**src/rtl/mbox_pkg.sv**
```systemverilog
package mbox_pkg;

  // host offset decode
  typedef enum logic {
    OFS_DATA = 1'b0,
    OFS_STAT = 1'b1
  } mbox_ofs_e;

  // status byte bit positions (software decodes these)
  localparam int STAT_ACC_BIT = 0;
  localparam int STAT_RDY_BIT = 1;
  localparam int STAT_FLAGS   = 2;

  typedef struct packed {
    logic rd_data;
    logic wr_data;
    logic rd_stat;
    logic wr_stat;
  } host_op_t;

endpackage

```
**src/rtl/mbox_host_dec.sv**
```systemverilog
module mbox_host_dec
  import mbox_pkg::*;
(
  input  logic     host_cs,
  input  logic     host_we,
  input  logic     host_addr,
  output host_op_t op
);

  logic is_data;

  always_comb begin
    is_data    = (host_addr == OFS_DATA);
    op.rd_data = host_cs & ~host_we &  is_data;
    op.wr_data = host_cs &  host_we &  is_data;
    op.rd_stat = host_cs & ~host_we & ~is_data;
    op.wr_stat = host_cs &  host_we & ~is_data;
  end

endmodule

```
**src/rtl/mbox_latch.sv**
```systemverilog
module mbox_latch #(
  parameter int DATA_W       = 8,
  parameter bit FLAG_ON_LOAD = 1'b1
) (
  input  logic              clk,
  input  logic              rst,
  input  logic              load,
  input  logic [DATA_W-1:0] din,
  input  logic              consume,
  output logic [DATA_W-1:0] dout,
  output logic              flag
);

  always_ff @(posedge clk) begin
    if (rst) begin
      dout <= '0;
    end else if (load) begin
      dout <= din;
    end
  end

  generate
    if (FLAG_ON_LOAD) begin : g_set_on_load
      // loading sets the flag; consumption clears it; load wins
      always_ff @(posedge clk) begin
        if (rst)          flag <= 1'b0;
        else if (load)    flag <= 1'b1;
        else if (consume) flag <= 1'b0;
      end
    end else begin : g_clr_on_load
      // loading clears the flag; consumption sets it; load wins
      always_ff @(posedge clk) begin
        if (rst)          flag <= 1'b0;
        else if (load)    flag <= 1'b0;
        else if (consume) flag <= 1'b1;
      end
    end
  endgenerate

endmodule

```
**src/rtl/mbox_irq.sv**
```systemverilog
module mbox_irq
  import mbox_pkg::*;
(
  input  logic     clk,
  input  logic     rst,
  input  logic     auto_en,
  input  host_op_t op,
  input  logic     ack,
  output logic     irq
);

  logic raise;

  always_comb begin
    raise = op.wr_stat | (auto_en & op.wr_data);
  end

  always_ff @(posedge clk) begin
    if (rst)        irq <= 1'b0;
    else if (raise) irq <= 1'b1;
    else if (ack)   irq <= 1'b0;
  end

endmodule

```
**src/rtl/mbox_port.sv**
```systemverilog
module mbox_port
  import mbox_pkg::*;
#(
  parameter int DATA_W = 8
) (
  input  logic              clk,
  input  logic              rst,
  input  logic              auto_irq_en,
  input  logic              host_cs,
  input  logic              host_we,
  input  logic              host_addr,
  input  logic [DATA_W-1:0] host_wdata,
  output logic [DATA_W-1:0] host_rdata,
  input  logic              mcu_rd,
  input  logic              mcu_wr,
  input  logic [DATA_W-1:0] mcu_wdata,
  output logic [DATA_W-1:0] mcu_rdata,
  input  logic              mcu_ack,
  output logic              mcu_irq
);

  localparam int STAT_PAD = DATA_W - STAT_FLAGS;

  host_op_t          op;
  logic              acc_q;
  logic              rdy_q;
  logic [DATA_W-1:0] m2h_q;
  logic [DATA_W-1:0] stat_w;

  mbox_host_dec dec_i (
    .host_cs  (host_cs),
    .host_we  (host_we),
    .host_addr(host_addr),
    .op       (op)
  );

  // host -> controller byte; flag = accepted
  mbox_latch #(.DATA_W(DATA_W), .FLAG_ON_LOAD(1'b0)) h2m_i (
    .clk    (clk),
    .rst    (rst),
    .load   (op.wr_data),
    .din    (host_wdata),
    .consume(mcu_rd),
    .dout   (mcu_rdata),
    .flag   (acc_q)
  );

  // controller -> host byte; flag = ready
  mbox_latch #(.DATA_W(DATA_W), .FLAG_ON_LOAD(1'b1)) m2h_i (
    .clk    (clk),
    .rst    (rst),
    .load   (mcu_wr),
    .din    (mcu_wdata),
    .consume(op.rd_data),
    .dout   (m2h_q),
    .flag   (rdy_q)
  );

  mbox_irq irq_i (
    .clk    (clk),
    .rst    (rst),
    .auto_en(auto_irq_en),
    .op     (op),
    .ack    (mcu_ack),
    .irq    (mcu_irq)
  );

  always_comb begin
    stat_w = {{STAT_PAD{1'b0}}, rdy_q, acc_q};
    if (op.rd_data)      host_rdata = m2h_q;
    else if (op.rd_stat) host_rdata = stat_w;
    else                 host_rdata = '0;
  end

endmodule

```
**config.mk**
```make
export PLATFORM = sky130hd
export DESIGN_NAME = mbox_port
export DESIGN_NICKNAME = d
export VERILOG_FILES = /design/src/rtl/mbox_pkg.sv /design/src/rtl/mbox_host_dec.sv /design/src/rtl/mbox_latch.sv /design/src/rtl/mbox_irq.sv /design/src/rtl/mbox_port.sv
export SDC_FILE = /design/constraint.sdc
export NUM_CORES = 1
export LEC_CHECK = 0
export BUFFER_PORTS_ARGS = -buffer_cell sky130_fd_sc_hd__buf_2
export CAP_MARGIN = 30
export CORE_UTILIZATION = 25
export DETAILED_ROUTE_END_ITERATION = 8
export SLEW_MARGIN = 20
export SYNTH_ARGS = -nofsm -noshare
export SYNTH_HDL_FRONTEND = slang
export SYNTH_SLANG_ARGS = --single-unit
```
**constraint.sdc**
```tcl
create_clock -name clk -period 1.6 [get_ports clk]
set_input_delay 0.4 -clock clk [delete_from_list [all_inputs] [get_ports clk]]
set_output_delay 0.4 -clock clk [all_outputs]
set_load 0.01 [all_outputs]
```
==> out/metrics.csv, run 1 <==
stage,metric,value,unit
global_route,largest net degree at the start of global routing,29,
synth,cell taking the most area after synthesis,dfxtp_1,
layout,Seq. cell area,380,um^2
place,placed cells,167,
detailed_routing,Routed Antenna Nets,0,
layout,synthesis-to-finish area growth,32.9,%
clocking,post-CTS setup buffers,0,
timing,max_slew headroom,72.7,%
critical_path,CP max stage delay,0.29,ns
power,Pleak,0.549,nW
synth,post-synthesis sequential area ratio,45.1,%
synth,Post-Syn Nets,110,
floorplanning,Starting Density,27.0,%
power,Max VDD drop,0.000338,V
global_route,first-pass GRT wire length,2570,um
global_route,Tot GR Track Use,9.64,%
detailed_routing,Remaining DRCs,0,
global_route,initial antenna violation count,0,
place,Port Buf Inserts,41,
layout,nets@finish,153,
layout,fill count,342,
critical_path,CP max stage cell,nor3b_4,
clocking,cts repair resizes,0,
synth,Yosys warning count,0,
clocking,# hold bufs at CTS,0,
detailed_routing,Starting DRT DRC Count,14,
floorplanning,row cnt,20,
detailed_routing,Vias per Instance,4.07,
clocking,Sinks on Clock Net,19,
layout,n_diodes,0,
timing,hold_ws,0.339,ns
clocking,clk_lat worst skew,0.29,ns
timing,final hold vios,0,
critical_path,Crit Path Class,in2out,
synth,average cell area after synthesis,9.92,um^2
critical_path,worst-path maximum fanout,7,
global_route,grt met2 use,17.1,%
synth,"EDFF count, synth",0,
synth,Cells after Synth,85,
global_route,GRT overflow,0,
synth,"Async S/R FF share, synth",0,%
timing,worst-margin pin slew,0.410,ns
synth,share of the synthesized area in the top cell type,45.1,%
synth,post-synth cell types,15,
timing,"Slew Viols, Final",0,
critical_path,kind of start point of the critical path,input pin,
floorplanning,die area,3610,um^2
layout,share of layout cells above drive strength 1,38.6,%
critical_path,R2R Setup Slk,0.98,ns
hold_path,HP Class,in2reg,
clocking,H-tree depth,1,
clocking,Clock Path Buffers,2,
place,Area after DPL,1090,um^2
critical_path,critical path data arrival time,1.10,ns
floorplanning,die span in y,60.1,um
layout,multi-input logic area,434,um^2
run_status,status,finished clean,
detailed_routing,drt total wl,1680,um
critical_path,Worst setup EP type,primary output,
clocking,CTS tree,yes,
synth,Seq cells post-synth,19,
clocking,"CTS clk-pin slew, worst paths",0.10,ns
critical_path,CP required,1.20,ns
global_route,vias in the first global route,602,
timing,final setup vio count,0,
synth,"top cells by count, synth","dfxtp_1, nand2b_1, mux2i_1",
layout,fin area,1120,um^2
synth,"Cell Area, Synth",843,um^2
job,MaxCap Viol Count,0,
place,pre-CTS setup slack,0.0120,ns
place,GPL Wtd Cong,0.681,
timing,clock skew,0,ns
floorplanning,Core ar.,3130,um^2
global_route,busiest layer in global routing,met2,
clocking,Clock Tree Root,clkbuf_4,
critical_path,"Cell Chain, Critical Path","buf_2, nor3b_4, and2_1, buf_2",
synth,dominant cells by area after synthesis,"dfxtp_1, mux2i_1, nand2b_1",
timing,fin crit share,93.9,%
floorplanning,# IOs,42,
floorplanning,Die X,60.1,um
synth,prevailing post-synth register cell,dfxtp_1,
detailed_routing,routed length per instance,9.83,um
critical_path,Crit path top cell by count,buf_2,
global_route,met3 Use GR,4.55,%
timing,fmax,665,MHz
layout,Non-Filler Instances,171,
clocking,Num CTS Buffers,3,
detailed_routing,via count,696,
timing,RSZ-0062 raised after global routing,no,
power,Power Density,779,nW/um^2
timing,Setup TNS,0,ns
timing,Tmin final,1.50,ns
detailed_routing,DRT Pass-1 Iters,4,
global_route,GRT met1 Usage,10.3,%
timing,final worst-path setup slack,0.0974,ns
==> power by group <==
part,switching [mW],leakage (nW),internal (mW),total (mW)
Combinational,0.0599,0.375,0.0690,0.129
Sequential,0.0108,0.156,0.497,0.508
Clock,0.144,0.0177,0.0929,0.237
Total,0.214,0.549,0.659,0.874
==> metrics by stage <==
stage / utilization, % / power [mW]
after floorplan: - / 0.593
after global placement: 34.8 / 0.642
after detailed placement: 34.8 / 0.648
after CTS: 35.6 / 0.890
after global routing: 35.8 / 0.924
final: 35.8 / 0.874
==> layout make-up <==
class | count | area share (%)
clock buffers | 3 | 2.01
clock inverters | 1 | 0.446
inverters | 1 | 0.335
multi-input cells | 60 | 38.7
flip-flops and latches | 19 | 33.9
well taps | 44 | 4.91
repair buffers | 43 | 19.6
==> logic make-up (layout without fill, tap and decap cells) <==
kind of cell	Yosys count	in the layout	share of synthesized area [%]
simple gates	39	39	27.2
flops	19	19	45.1
mux	18	18	21.4
buf+inv	6	48	4.15
compound gates	3	3	2.23
==> cells in the final DEF (no fill, tap or decap), types with 2 or more instances in the layout <==
cell | netlist | final
nand2b_1 | 19 | 19
and2_1 | 6 | 6
buf_4 | 0 | 2
buf_2 | 3 | 41
dfxtp_1 | 19 | 19
mux2i_1 | 18 | 18
clkbuf_4 | 0 | 3
nor2_1 | 11 | 11
==> worst paths after layout <==
path,end,startpoint,cells past startpoint
max,host_rdata[4],host_addr,4
min,m2h_i.dout[4],mcu_wdata[4],3
max reg2reg,m2h_i.dout[0],m2h_i.dout[0],2
min reg2reg,irq_i.irq,irq_i.irq,2
==> metal layers <==
layer  wire length (um)  part of all wire [%]  up-vias
li1                   -                     -      362
met1                788                    47      299
met2                749                    45       33
met3                131                   7.8        2
met4                 13                  0.77        0
met5                  0                     0        -
==> flip-flops by register name, summed over array words and instances (netlist names) <==
signal      count
h2m_i.flag      1
m2h_i.flag      1
h2m_i.dout      8
m2h_i.dout      8
irq_i.irq       1
==> worst max-delay path: cells and delay by family <==
family	cells	cell delay, ns
AND/OR/NAND/NOR	2	0.46
buffers and inverters	2	0.24
Power figures use the tool's default switching activity.
==> run 2, diff against run 1 <==
--- a/config.mk
+++ b/config.mk
@@ -9,6 +9,7 @@
 export CAP_MARGIN = 30
 export CORE_UTILIZATION = 25
 export DETAILED_ROUTE_END_ITERATION = 8
+export PLACE_DENSITY_LB_ADDON = 0.25
 export SLEW_MARGIN = 20
 export SYNTH_ARGS = -nofsm -noshare
 export SYNTH_HDL_FRONTEND = slang
==> run 2 against run 1 <==
  * Highest routed layer unchanged
  * Worst setup slack worse by 0.017 ns
  * Final cell count stayed put
  * Die area stayed put
  * Fmax is 1.1% lower
  * Wire length is 3.3% lower
  * First-iteration DRC count is 14% lower
  * Sequential power hardly changed
==> out/metrics.csv, run 2 (synthesis gave the netlist of run 1 again) <==
stage,metric,value,unit
run_status,status,finished clean,
timing,final setup vio count,0,
timing,fin crit share,95.0,%
job,MaxCap Viol Count,0,
layout,Non-Filler Instances,171,
detailed_routing,DRT Pass-1 Iters,4,
power,Power Density,777,nW/um^2
global_route,initial antenna violation count,0,
floorplanning,row cnt,20,
critical_path,critical path data arrival time,1.12,ns
timing,worst-margin pin slew,0.392,ns
layout,"most common cell after layout, fill and taps aside",buf_2,
place,placed cells,167,
clocking,Sinks on Clock Net,19,
detailed_routing,drt total wl,1630,um
detailed_routing,via count,698,
timing,fmax,658,MHz
timing,final hold vios,0,
place,Area after DPL,1090,um^2
layout,most frequent cells in the layout,"buf_2, nand2b_1, dfxtp_1",
clocking,H-tree depth,1,
critical_path,kind of start point of the critical path,input pin,
detailed_routing,Routed Antenna Nets,0,
power,Max VDD drop,0.000321,V
timing,Setup TNS,0,ns
clocking,Clock Tree Root,clkbuf_4,
layout,fin area,1120,um^2
critical_path,R2R Setup Slk,0.99,ns
clocking,Clock Path Buffers,2,
global_route,GRT overflow,0,
floorplanning,die span in y,60.1,um
hold_path,HP Class,in2reg,
floorplanning,# IOs,42,
timing,hold_ws,0.340,ns
timing,Tmin final,1.52,ns
place,GPL Wtd Cong,0.672,
timing,RSZ-0062 raised after global routing,no,
clocking,post-CTS setup buffers,0,
clocking,CTS tree,yes,
clocking,"CTS clk-pin slew, worst paths",0.11,ns
detailed_routing,routed length per instance,9.50,um
timing,clock skew,0,ns
critical_path,CP required,1.20,ns
layout,fill count,346,
detailed_routing,Starting DRT DRC Count,12,
floorplanning,die area,3610,um^2
critical_path,Crit Path Class,in2out,
global_route,largest net degree at the start of global routing,29,
place,Port Buf Inserts,41,
power,Final Power,0.870,mW
detailed_routing,Remaining DRCs,0,
layout,nets@finish,153,
clocking,# hold bufs at CTS,0,
timing,"Slew Viols, Final",0,
layout,n_diodes,0,
power,Pleak,0.546,nW
critical_path,worst-path maximum fanout,7,
clocking,clk_lat worst skew,0.29,ns
layout,share of layout cells above drive strength 1,37.8,%
clocking,Num CTS Buffers,3,
floorplanning,Die X,60.1,um
floorplanning,Starting Density,27.0,%
layout,synthesis-to-finish area growth,32.8,%
global_route,first-pass GRT wire length,2690,um
global_route,vias in the first global route,665,
layout,Regs by FF count,"h2m_i.dout: 8 flops, m2h_i.dout: 8 flops",
global_route,Tot GR Track Use,10.2,%
timing,max_slew headroom,73.9,%
critical_path,Worst setup EP type,primary output,
floorplanning,Core ar.,3130,um^2
detailed_routing,Vias per Instance,4.08,
-- run 2: critical path: stages --
cell and delay, ns:
buf_2 0.12, nor3b_4 0.29, and2_1 0.18, buf_2 0.13
-- run 2: cell type report --
class | instances | area, um^2 | share of cell area, %
sequential | 19 | 380 | 34.0
clock buffer | 4 | 26.3 | 2.35
inverter | 1 | 3.75 | 0.335
tap | 44 | 55.1 | 4.92
multi-input combinational | 60 | 434 | 38.8
timing repair buffer | 43 | 220 | 19.7
-- run 2: timing repair --
item,4_1_cts,5_1_grt
hold endpoints to repair,0,0
resized for setup,1,0
endpoints found under the setup margin,4,0
-- run 2: per-stage QoR --
step           worst slack, ns  util [%]
6_report                0.0800      35.8
5_1_grt                 0.0330      35.8
4_1_cts                 0.0516      35.8
3_5_place_dp           -0.0178      34.8
3_3_place_gp            0.0364      34.8
2_1_floorplan            0.338         -
-- run 2: final timing paths --
path | from | endpoint | cells after the start
worst min-delay path | mcu_rd | h2m_i.flag | 3
worst min register to register | irq_i.irq | irq_i.irq | 2
worst max register to register | m2h_i.dout[2] | m2h_i.dout[2] | 2
worst max-delay path | host_addr | host_rdata[6] | 4
-- run 2: routing by layer --
layer / track usage (%) / vias to the layer above / routed length [um]
met3: 3.46 / 2 / 123
met1: 11.4 / 304 / 754
met4: 4.98 / 0 / 13
met2: 17.3 / 30 / 734
met5: 0 / - / 0
li1: - / 362 / -
-- run 2: where the power goes --
part | leakage, nW | switching (mW) | total [mW] | internal (mW)
logic | 0.375 | 0.0585 | 0.127 | 0.0689
clock network | 0.0150 | 0.138 | 0.235 | 0.0968
registers | 0.156 | 0.0107 | 0.508 | 0.497
==> run 3, diff against run 2 <==
==> constraint.sdc (replaced) <==
create_clock -name clk -period 1.7 [get_ports clk]
set_input_delay 0.425 -clock clk [delete_from_list [all_inputs] [get_ports clk]]
set_output_delay 0.425 -clock clk [all_outputs]
set_load 0.01 [all_outputs]
==> run 3 against run 2 <==
  * Flip-flop and latch count did not move
  * Count of clock-buffer cells in the layout fell by 1
  * Worst setup slack improved by 0.025 ns
  * Critical endpoint unchanged
==> out/metrics.csv, run 3 (synthesis gave the netlist of run 1 again) <==
stage,metric,value,unit
run_status,status,finished clean,
critical_path,CP max stage cell,nor3b_4,
floorplanning,Core ar.,3130,um^2
critical_path,Worst setup EP type,primary output,
timing,max_slew headroom,73.7,%
layout,Regs by FF count,"h2m_i.dout: 8 flops, m2h_i.dout: 8 flops",
clocking,Clock Tree Root,clkbuf_4,
clocking,Clock Path Buffers,2,
global_route,vias in the first global route,651,
global_route,largest net degree at the start of global routing,29,
timing,hold_ws,0.363,ns
layout,most frequent cells in the layout,"buf_2, nand2b_1, dfxtp_1",
layout,"most common cell after layout, fill and taps aside",buf_2,
place,pre-CTS setup slack,0.0133,ns
job,MaxCap Viol Count,0,
clocking,post-CTS setup buffers,0,
critical_path,Worst Setup EP,host_rdata[6],
layout,nets@finish,152,
critical_path,kind of start point of the critical path,input pin,
clocking,cts repair resizes,0,
global_route,initial antenna violation count,0,
power,Net Switching,0.200,mW
power,Seq pwr share,58.4,%
layout,n_diodes,0,
timing,"Slew Viols, Final",0,
layout,share of layout cells above drive strength 1,38.1,%
timing,final hold vios,0,
critical_path,"Cell Chain, Critical Path","buf_2, nor3b_4, and2_1, buf_2",
hold_path,HP Class,in2reg,
detailed_routing,Routed Antenna Nets,0,
critical_path,CP max stage delay,0.30,ns
global_route,GRT overflow,0,
floorplanning,die span in y,60.1,um
timing,Tmin final,1.60,ns
timing,fin crit share,93.8,%
detailed_routing,via count,693,
critical_path,Crit Path Class,in2out,
critical_path,"delay-heaviest family, CP",simple AND/OR/NAND/NOR gates,
power,Switching Share,24.4,%
clocking,Sinks on Clock Net,19,
global_route,first-pass GRT wire length,2690,um
detailed_routing,routed length per instance,9.37,um
critical_path,R2R depth,2,
floorplanning,row cnt,20,
place,GPL Wtd Cong,0.636,
layout,fill count,336,
timing,clock skew,0,ns
layout,synthesis-to-finish area growth,32.0,%
critical_path,critical path data arrival time,1.17,ns
critical_path,worst-path maximum fanout,7,
detailed_routing,Vias per Instance,4.08,
layout,Seq. cell area,380,um^2
clocking,CTS tree,yes,
layout,final core occ,35.6,%
clocking,# hold bufs at CTS,0,
clocking,H-tree depth,1,
timing,final setup vio count,0,
timing,worst-margin pin slew,0.394,ns
timing,final worst-path setup slack,0.105,ns
clocking,Num CTS Buffers,3,
floorplanning,Die X,60.1,um
critical_path,Crit. Startpoint,host_addr,
detailed_routing,Starting DRT DRC Count,30,
place,Port Buf Inserts,41,
critical_path,CP required,1.27,ns
power,Power Density,735,nW/um^2
critical_path,"Buf+Inv Stages, Crit Path",2,
floorplanning,Starting Density,27.0,%
power,Max VDD drop,0.000319,V
timing,fmax,627,MHz
floorplanning,# IOs,42,
floorplanning,die area,3610,um^2
critical_path,r2r endpoint,m2h_i.dout[1],
global_route,Tot GR Track Use,10.3,%
power,Gate power share,14.4,%
power,clock network power share,27.3,%
power,Pleak,0.544,nW
critical_path,Crit path top cell by count,buf_2,
detailed_routing,DRT Pass-1 Iters,2,
layout,multi-input logic area,434,um^2
critical_path,worst r2r src,m2h_i.dout[1],
clocking,"CTS clk-pin slew, worst paths",0.11,ns
clocking,clk_lat worst skew,0.29,ns
critical_path,R2R Setup Slk,1.09,ns
detailed_routing,Remaining DRCs,0,
timing,RSZ-0062 raised after global routing,no,
timing,Setup TNS,0,ns
power,Final Power,0.819,mW
detailed_routing,drt total wl,1590,um
critical_path,Critical Path Stages,4,
power,Pint,0.619,mW
## run 3: cell count changes in the layout (fill, tap and decap cells not counted), sizes merged
| cell | previous run | this run |
|---|---|---|
| buf | 43 | 42 |
| clkbuf | 4 | 3 |
| clkinv | 0 | 1 |
## run 3: worst min-delay path, cell delays in order
cell     delay, ns
buf_2         0.08
mux2i_1       0.05
nor2_1        0.07
## run 3: routing by layer
| metal | share of wire, % | track usage [%] |
|---|---|---|
| met1 | 49 | 12.6 |
| met2 | 43 | 16.3 |
| met3 | 6.7 | 2.60 |
| met4 | 1.3 | 5.98 |
| met5 | 0 | 0 |
## run 3: cell type report
cell class                      count  share of cell area, %
Clock buffer                        3                   2.02
Clock inverter                      1                  0.449
Inverter                            1                  0.337
Multi-Input combinational cell     60                   39.0
Sequential cell                    19                   34.2
Tap cell                           44                   4.94
Timing Repair Buffer               42                   19.1
## run 3: per-stage QoR
| stage | cell area [um^2] | instances |
|---|---|---|
| final | 1110 | 170 |
| after global placement | 1080 | 166 |
| after floorplan | 843 | 85 |
| after detailed placement | 1080 | 166 |
| after global routing | 1110 | 170 |
| after CTS | 1110 | 170 |
## run 3: power by group through the flow
stage	clock network [mW]	logic (mW)	registers [mW]
floorplan	0	0.0677	0.491
global placement	0	0.116	0.488
detailed placement	0	0.118	0.489
CTS	0.244	0.119	0.479
global route	0.265	0.133	0.481
finish	0.223	0.118	0.478
## run 3: how the worst min path moves through the flow
stage                        startpoint       endpoint  slack [ns]  depth (start not counted)
after floorplan              m2h_i.flag     m2h_i.flag        0.45                          2
after global placement        irq_i.irq      irq_i.irq        0.45                          2
after detailed placement  h2m_i.dout[7]  h2m_i.dout[7]        0.46                          2
after CTS                  mcu_wdata[7]  m2h_i.dout[7]        0.35                          3
after global routing      host_wdata[0]  h2m_i.dout[0]        0.35                          3
final                      mcu_wdata[7]  m2h_i.dout[7]        0.36                          3
